## src/rtl/irq_l2_pkg.sv

```systemverilog
package irq_l2_pkg;
  localparam int unsigned ADDR_W   = 4;
  localparam logic [ADDR_W-1:0] OFS_ENABLE = 4'h0;
  localparam logic [ADDR_W-1:0] OFS_STATUS = 4'h4;
endpackage

```

## src/rtl/irq_capture.sv

```systemverilog
module irq_capture #(
  parameter int unsigned N_SRC = 32
) (
  input  logic             clk,
  input  logic             rst_n,
  input  logic [N_SRC-1:0] src_lvl,
  output logic [N_SRC-1:0] status_q
);
  logic [N_SRC-1:0] status_d;

  always_comb begin
    status_d = src_lvl;
  end

  always_ff @(posedge clk or negedge rst_n) begin
    if (!rst_n) status_q <= '0;
    else        status_q <= status_d;
  end

  AST_STATUS_TRACKS: assert property (@(posedge clk) disable iff (!rst_n)
    $rose(rst_n) || 1'b1 |=> status_q == $past(src_lvl));
endmodule

```

## src/rtl/irq_regfile.sv

```systemverilog
module irq_regfile
  import irq_l2_pkg::*;
#(
  parameter int unsigned N_SRC = 32
) (
  input  logic              clk,
  input  logic              rst_n,
  input  logic [ADDR_W-1:0] reg_addr,
  input  logic              reg_wr,
  input  logic              reg_rd,
  input  logic [N_SRC-1:0]  reg_wdata,
  input  logic [N_SRC-1:0]  status_q,
  output logic [N_SRC-1:0]  enable_q,
  output logic [N_SRC-1:0]  reg_rdata
);
  logic             en_load;
  logic [N_SRC-1:0] enable_d;
  logic [N_SRC-1:0] rdata_d;
  logic [N_SRC-1:0] rdata_q;

  always_comb begin
    en_load  = reg_wr && (reg_addr == OFS_ENABLE);
    enable_d = en_load ? reg_wdata : enable_q;
    rdata_d  = rdata_q;
    if (reg_rd) begin
      unique case (reg_addr)
        OFS_ENABLE: rdata_d = enable_q;
        OFS_STATUS: rdata_d = status_q;
        default:    rdata_d = '0;
      endcase
    end
  end

  always_ff @(posedge clk or negedge rst_n) begin
    if (!rst_n) begin
      enable_q <= '0;
      rdata_q  <= '0;
    end else begin
      enable_q <= enable_d;
      rdata_q  <= rdata_d;
    end
  end

  assign reg_rdata = rdata_q;

  AST_EN_LOAD: assert property (@(posedge clk) disable iff (!rst_n)
    (reg_wr && reg_addr == OFS_ENABLE) |=> enable_q == $past(reg_wdata));
  AST_EN_HOLD: assert property (@(posedge clk) disable iff (!rst_n)
    !(reg_wr && reg_addr == OFS_ENABLE) |=> $stable(enable_q));
  AST_RD_UNMAPPED: assert property (@(posedge clk) disable iff (!rst_n)
    (reg_rd && reg_addr != OFS_ENABLE && reg_addr != OFS_STATUS) |=> reg_rdata == '0);
endmodule

```

## src/rtl/irq_route.sv

```systemverilog
module irq_route #(
  parameter int unsigned N_SRC    = 32,
  parameter int unsigned N_PARENT = 2
) (
  input  logic                      clk,
  input  logic                      rst_n,
  input  logic [N_SRC-1:0]          status_q,
  input  logic [N_SRC-1:0]          enable_q,
  input  logic [N_SRC-1:0]          fwd_mask,
  input  logic [N_PARENT*N_SRC-1:0] route_mask,
  output logic [N_PARENT-1:0]       parent_irq,
  output logic [N_SRC-1:0]          fwd_irq
);
  logic [N_SRC-1:0] pend;

  always_comb begin
    pend    = status_q & enable_q & ~fwd_mask;
    fwd_irq = status_q & fwd_mask;
  end

  for (genvar p = 0; p < N_PARENT; p++) begin : g_parent
    assign parent_irq[p] = |(pend & route_mask[p*N_SRC +: N_SRC]);
  end

  AST_QUIET_DISABLED: assert property (@(posedge clk) disable iff (!rst_n)
    (enable_q == '0) |-> (parent_irq == '0));
  AST_FWD_EXCLUDED: assert property (@(posedge clk) disable iff (!rst_n)
    (fwd_mask == '1) |-> (parent_irq == '0));
  AST_FWD_MASKED: assert property (@(posedge clk) disable iff (!rst_n)
    (fwd_irq & ~fwd_mask) == '0);
endmodule

```

## src/rtl/irq_l2_router.sv

```systemverilog
module irq_l2_router
  import irq_l2_pkg::*;
#(
  parameter int unsigned N_SRC    = 32,
  parameter int unsigned N_PARENT = 2
) (
  input  logic                      clk,
  input  logic                      rst_n,
  input  logic [N_SRC-1:0]          src_lvl,
  input  logic [N_PARENT*N_SRC-1:0] route_mask,
  input  logic [N_SRC-1:0]          fwd_mask,
  input  logic [ADDR_W-1:0]         reg_addr,
  input  logic                      reg_wr,
  input  logic                      reg_rd,
  input  logic [N_SRC-1:0]          reg_wdata,
  output logic [N_SRC-1:0]          reg_rdata,
  output logic [N_PARENT-1:0]       parent_irq,
  output logic [N_SRC-1:0]          fwd_irq
);
  logic [1:0]       rst_sync_q;
  logic             rst_int_n;
  logic [N_SRC-1:0] status_q;
  logic [N_SRC-1:0] enable_q;

  always_ff @(posedge clk or negedge rst_n) begin
    if (!rst_n) rst_sync_q <= 2'b00;
    else        rst_sync_q <= {rst_sync_q[0], 1'b1};
  end
  assign rst_int_n = rst_sync_q[1];

  irq_capture #(.N_SRC(N_SRC)) u_capture (
    .clk      (clk),
    .rst_n    (rst_int_n),
    .src_lvl  (src_lvl),
    .status_q (status_q)
  );

  irq_regfile #(.N_SRC(N_SRC)) u_regs (
    .clk       (clk),
    .rst_n     (rst_int_n),
    .reg_addr  (reg_addr),
    .reg_wr    (reg_wr),
    .reg_rd    (reg_rd),
    .reg_wdata (reg_wdata),
    .status_q  (status_q),
    .enable_q  (enable_q),
    .reg_rdata (reg_rdata)
  );

  irq_route #(.N_SRC(N_SRC), .N_PARENT(N_PARENT)) u_route (
    .clk        (clk),
    .rst_n      (rst_int_n),
    .status_q   (status_q),
    .enable_q   (enable_q),
    .fwd_mask   (fwd_mask),
    .route_mask (route_mask),
    .parent_irq (parent_irq),
    .fwd_irq    (fwd_irq)
  );
endmodule

```

## config.mk

```make
export PLATFORM = sky130hd
export DESIGN_NAME = irq_l2_router
export DESIGN_NICKNAME = d
export VERILOG_FILES = /design/src/rtl/irq_l2_pkg.sv /design/src/rtl/irq_capture.sv /design/src/rtl/irq_regfile.sv /design/src/rtl/irq_route.sv /design/src/rtl/irq_l2_router.sv
export SDC_FILE = /design/constraint.sdc
export NUM_CORES = 1
export LEC_CHECK = 0
export ABC_AREA = 1
export BUFFER_PORTS_ARGS = -buffer_cell sky130_fd_sc_hd__buf_4
export CORE_MARGIN = 10
export CORE_UTILIZATION = 51
export DETAILED_ROUTE_END_ITERATION = 16
export PLACE_DENSITY_LB_ADDON = 0.2
export SYNTH_ARGS = -nofsm -noshare
export SYNTH_HDL_FRONTEND = slang
export SYNTH_SLANG_ARGS = --single-unit
```

## constraint.sdc

```tcl
create_clock -name clk -period 6.85 [get_ports clk]
set_clock_uncertainty 0.05 [all_clocks]
set_input_delay 0.3425 -clock clk [delete_from_list [all_inputs] [get_ports clk]]
set_output_delay 0.3425 -clock clk [all_outputs]
set_load 0.05 [all_outputs]
```

==> Yosys cells after proc, flatten, opt, wreduce, memory -nomap -nowiden <==
Cells that the tools add are included.
Widths: inputs -> output; s select.
{ "totals": {"reg_bits": 98, "latch_bits": 0, "ram_bits": 0, "rom_bits": 0, "output_inout_bits": 66, "mem_count": 0} }
{ "op_classes": {"n_addsub": 0, "mul": 0, "div": 0, "magnitude_cmp": 0, "eq_ne": 1, "shift": 0, "n_mux": 1, "bitwise": 6, "reduce_logical": 4} }
{ "op_table": {"columns": ["op", "n"], "rows": [
  ["$and 32x32->32", 5],
  ["$pmux 32 s2", 1],
  ["$reduce_or 32->1", 2],
  ["$not 32->32", 1],
  ["$eq 4x3->1 const B", 1],
  ["$logic_not 4->1", 1],
  ["$logic_and 1x1->1", 1]
]} }

==> Longest topological paths before layout <==
{ "logic_depth": {"word_depth": 4, "mapped_depth": 8, "depth_no_buf": 7} }

==> Cells and area by module <==
From an unflattened synthesis, not the netlist that was laid out.
{ "unflattened": {"hier_cells": 649, "hier_area_um2": 4862.2} }
{ "modules_own_cells": {"columns": ["module", "n_inst", "cells_per_inst", "area_per_inst_um2"], "rows": [
  ["irq_regfile", 1, 389, 3006.6],
  ["irq_route", 1, 225, 1001.0],
  ["irq_capture", 1, 32, 800.8],
  ["irq_l2_router", 1, 3, 53.8]
]} }

==> Worst setup path after synthesis <==
Ideal clock, no wire load.
{ "synth_timing": {"kind": "register to output", "start": "reg u_regs.enable_q[28]", "end": "out parent_irq[0]", "arrival_ps": 1048, "t_required_ps": 6457, "setup_slack_ps": 5409, "stages_incl_launch_ff": 7, "n_path_buf": 0, "cell_sequence": "dfrtp_1 -> nand4_1 -> nand2_1 -> nor2_1 -> nand2_1 -> nor2_1 -> nand2_1"} }
{ "synth_via": {"elab_chain_cells": 4} }
{ "synth_rtl": {"columns": ["item", "line", "text"], "rows": [
  ["start, declared", "irq_regfile.sv:13", "output logic [N_SRC-1:0] enable_q,"],
  ["start signal, assigned", "irq_regfile.sv:39", "enable_q <= enable_d;"],
  ["$and 32x32->32 (2 in a row)", "irq_route.sv:17", "pend = status_q & enable_q & ~fwd_mask;"],
  ["$and 32x32->32", "irq_route.sv:22", "assign parent_irq[p] = |(pend & route_mask[p*N_SRC +: N_SRC]);"],
  ["$reduce_or 32->1", "irq_route.sv:22", null],
  ["end, declared", "irq_l2_router.sv:17", "output logic [N_PARENT-1:0] parent_irq,"]
]} }
No other way between the ends.

==> Worst setup path in the final report <==
{ "layout_timing": {"start": "in reg_addr[1]", "end": "reg u_regs.enable_q[23]"} }
{ "layout_via": {"elab_chain_cells": 2} }
{ "layout_rtl": {"columns": ["item", "line", "text"], "rows": [
  ["start, declared", "irq_l2_router.sv:12", "input logic [ADDR_W-1:0] reg_addr,"],
  ["$logic_not 4->1", "irq_regfile.sv:22", "en_load = reg_wr && (reg_addr == OFS_ENABLE);"],
  ["$logic_and 1x1->1", "irq_regfile.sv:22", null]
]} }
No other way between the ends.
A chain may end at the register's enable or synchronous reset.

==> flow_summary.json <==
{
  "die_height_um": 119,
  "holdPathEnd": "u_capture.status_q[18]",
  "outcome": "complete, no violations",
  "drive_gt1_frac": 0.383,
  "cp_top_delay_family": "simple AND/OR/NAND/NOR gates",
  "design.die.area_um2": 14200,
  "depth_of_the_worst_hold_timing_path": 1,
  "synth.yosys.seq_area_share": 0.491,
  "flop_and_latch_count_out_of_synthesis": 98,
  "grt_setup_unrepaired": "false",
  "worst-r2r-cell-count": 1,
  "max_slew_margin": 0.245,
  "critical_path.reg2reg.startpoint": "rst_sync_q[1]",
  "numCtsBuffers": 9,
  "place.port_buffers": 233,
  "synthToLayoutAreaGrowth_pct": 38.2,
  "timing.hold.worst.class": "in -> reg",
  "clock.fmax_mhz": 329,
  "cpMostUsedCell": "sky130_fd_sc_hd__nand2_1",
  "finalHoldViolCount": 0,
  "cell_area_after_synthesis_um2": 5000,
  "top_level_i_o_count": 234,
  "globalRouteOverflowTotal": 0,
  "total_inserted_antenna_cells": 0,
  "timing.critical_path.slowest_stage_cell": "sky130_fd_sc_hd__nand2_1",
  "drt-initial-drc-count": 322,
  "place_inst": 922,
  "layout_commonest_cell": "sky130_fd_sc_hd__buf_4",
  "place.gp.congestion": 0.843,
  "yosys_warnings": 0,
  "post_dp_hpwl_mm": 12.9,
  "post_drt_antenna_nets": 0,
  "grt_use_total": 0.229,
  "synthCells": 585,
  "setup.worst_path.end_class": "flop",
  "initial_utilization": 0.519,
  "synth_fp_nets": 753,
  "report.final.setup_viol": 0,
  "num_rows": 36,
  "coreArea_um2": 9640,
  "largest_net_degree_at_the_start_of_global_routing": 66,
  "cts_max_path_buffers": 2,
  "via_count": 5030,
  "crit_cells": 8,
  "detail_routed_net_length_per_standard_cell_um": 18.1,
  "max_cap_violations": 0,
  "power.static_leakage_nw": 3.71,
  "r2r_slack_ps": 5340,
  "cts-root-buf": "sky130_fd_sc_hd__clkbuf_8",
  "finalPower_mw": 1.46,
  "worst_ep_required_time_ps": 7050,
  "grt_pass1_vias": 5296,
  "synthesis.area_per_instance_um2": 8.54,
  "final_period_minus_worst_setup_slack_ps": 3040,
  "timing.final.ws_setup_ps": 3810,
  "clock_tree.htree_level_count": 3,
  "placement.setup.worst_slack_ps": 3430,
  "worst_path_max_stage_delay_ps": 920,
  "nNetsFinal": 969,
  "layoutNonFillerInstCount": 939,
  "post-route-period-util": 0.444,
  "slew_violations": 0,
  "clk_pin_slew_worst_paths_ps": 90,
  "fp.dieW_um": 119,
  "timing.critical_path.from_type": "input port",
  "cts_resized": 0,
  "grt_first_pass_wirelength_mm": 26.6,
  "hold_path.startpoint": "src_lvl[18]",
  "tns_ps": 0,
  "clk-insertion-delay-late_ps": 360,
  "postRouteWirelength_mm": 17.0,
  "antenna_found_initial": 0,
  "timing.rr.end": "u_capture.status_q[24]",
  "timing_worst_setup_path_type": "in -> reg",
  "holdWs_ps": 31.1,
  "worstPathMaxFanout": 65,
  "cts_setup_buffers": 0,
  "pwr_density_cell_nw_per_um2": 211,
  "firstDrtPassIters": 4,
  "crit_chain": "buf_4, nor2_4, nand2_1, inv_2, buf_4, nand2_1, nand2_1, nand2_1",
  "yosysUniqueCellTypes": 19,
  "vdd.ir_drop.worst_mv": 0.103,
  "drt-vias-per-instance": 5.36,
  "final_cell_mix": "235 x sky130_fd_sc_hd__buf_4, 138 x sky130_fd_sc_hd__nand2_1, 97 x sky130_fd_sc_hd__dfrtp_1, 90 x sky130_fd_sc_hd__nand4_1, 71 x sky130_fd_sc_hd__inv_1",
  "tritoncts": "yes",
  "cp_num_buf_inv": 3,
  "cts_sink_cnt": 98,
  "ctsHoldBuffers": 1,
  "cp.arrival_ps": 3240,
  "route.detailed.drc": 0,
  "worstMarginPinSlew_ps": 1130
}
## cell usage after synthesis (all sizes together)
master / instances / area share
a31oi: 32 / 0.075
buf: 18 / 0.035
clkbuf: 13 / 0.0098
conb: 1 / 0.00075
dfrtp: 98 / 0.49
inv: 72 / 0.054
nand2: 166 / 0.14
nand3: 35 / 0.035
nand4: 90 / 0.11
nor2: 54 / 0.043
o21ai: 6 / 0.0060
## area by class of cell
class | count | area [µm²]
Tap cell | 133 | 166
Timing Repair Buffer | 236 | 1770
Fill cell | 778 | 2730
Clock buffer | 11 | 131
Multi-Input combinational cell | 384 | 2050
Inverter | 72 | 270
Clock inverter | 5 | 55.1
Sequential cell | 98 | 2460
## power breakdown
group / switching [mW] / internal [mW]
combinational: 0.231 / 0.148
sequential: 0.0748 / 0.641
clock: 0.198 / 0.168
## sequential cells by signal, indices dropped and copies added, names as in the netlist
name	flops
u_capture.status_q	32
u_regs.enable_q	32
rst_sync_q	2
u_regs.reg_rdata	32
## metrics by stage
step | area, µm² | util
after floorplan | 5000 | -
after global placement | 6710 | 0.696
after detailed placement | 6710 | 0.696
after CTS | 6910 | 0.717
after global routing | 6910 | 0.717
final | 6910 | 0.717
## logic make-up after synthesis
| logic type | count (synthesis) | synth area share |
|---|---|---|
| buf+inv | 103 | 0.0986 |
| flops | 98 | 0.491 |
| compound gates | 38 | 0.0811 |
| simple gates | 345 | 0.329 |
| other cells | 1 | 0.000750 |
## worst max path at each step
stage                   from                    end
2_1_floorplan  rst_sync_q[1]  u_capture.status_q[0]
3_3_place_gp     reg_addr[1]     u_regs.enable_q[8]
3_5_place_dp     reg_addr[1]    u_regs.enable_q[23]
4_1_cts          reg_addr[1]    u_regs.enable_q[23]
5_1_grt          reg_addr[1]    u_regs.enable_q[13]
6_report         reg_addr[1]    u_regs.enable_q[23]
## routing by layer
layer / up-vias / global-route usage / part of all wire
met3: 33 / 0.0572 / 0.076
met1: 2376 / 0.259 / 0.39
li1: 2392 / - / -
met5: - / 0 / 0
met2: 229 / 0.401 / 0.51
met4: 0 / 0.0985 / 0.032
No activity file was read; power rests on OpenSTA's default activity.
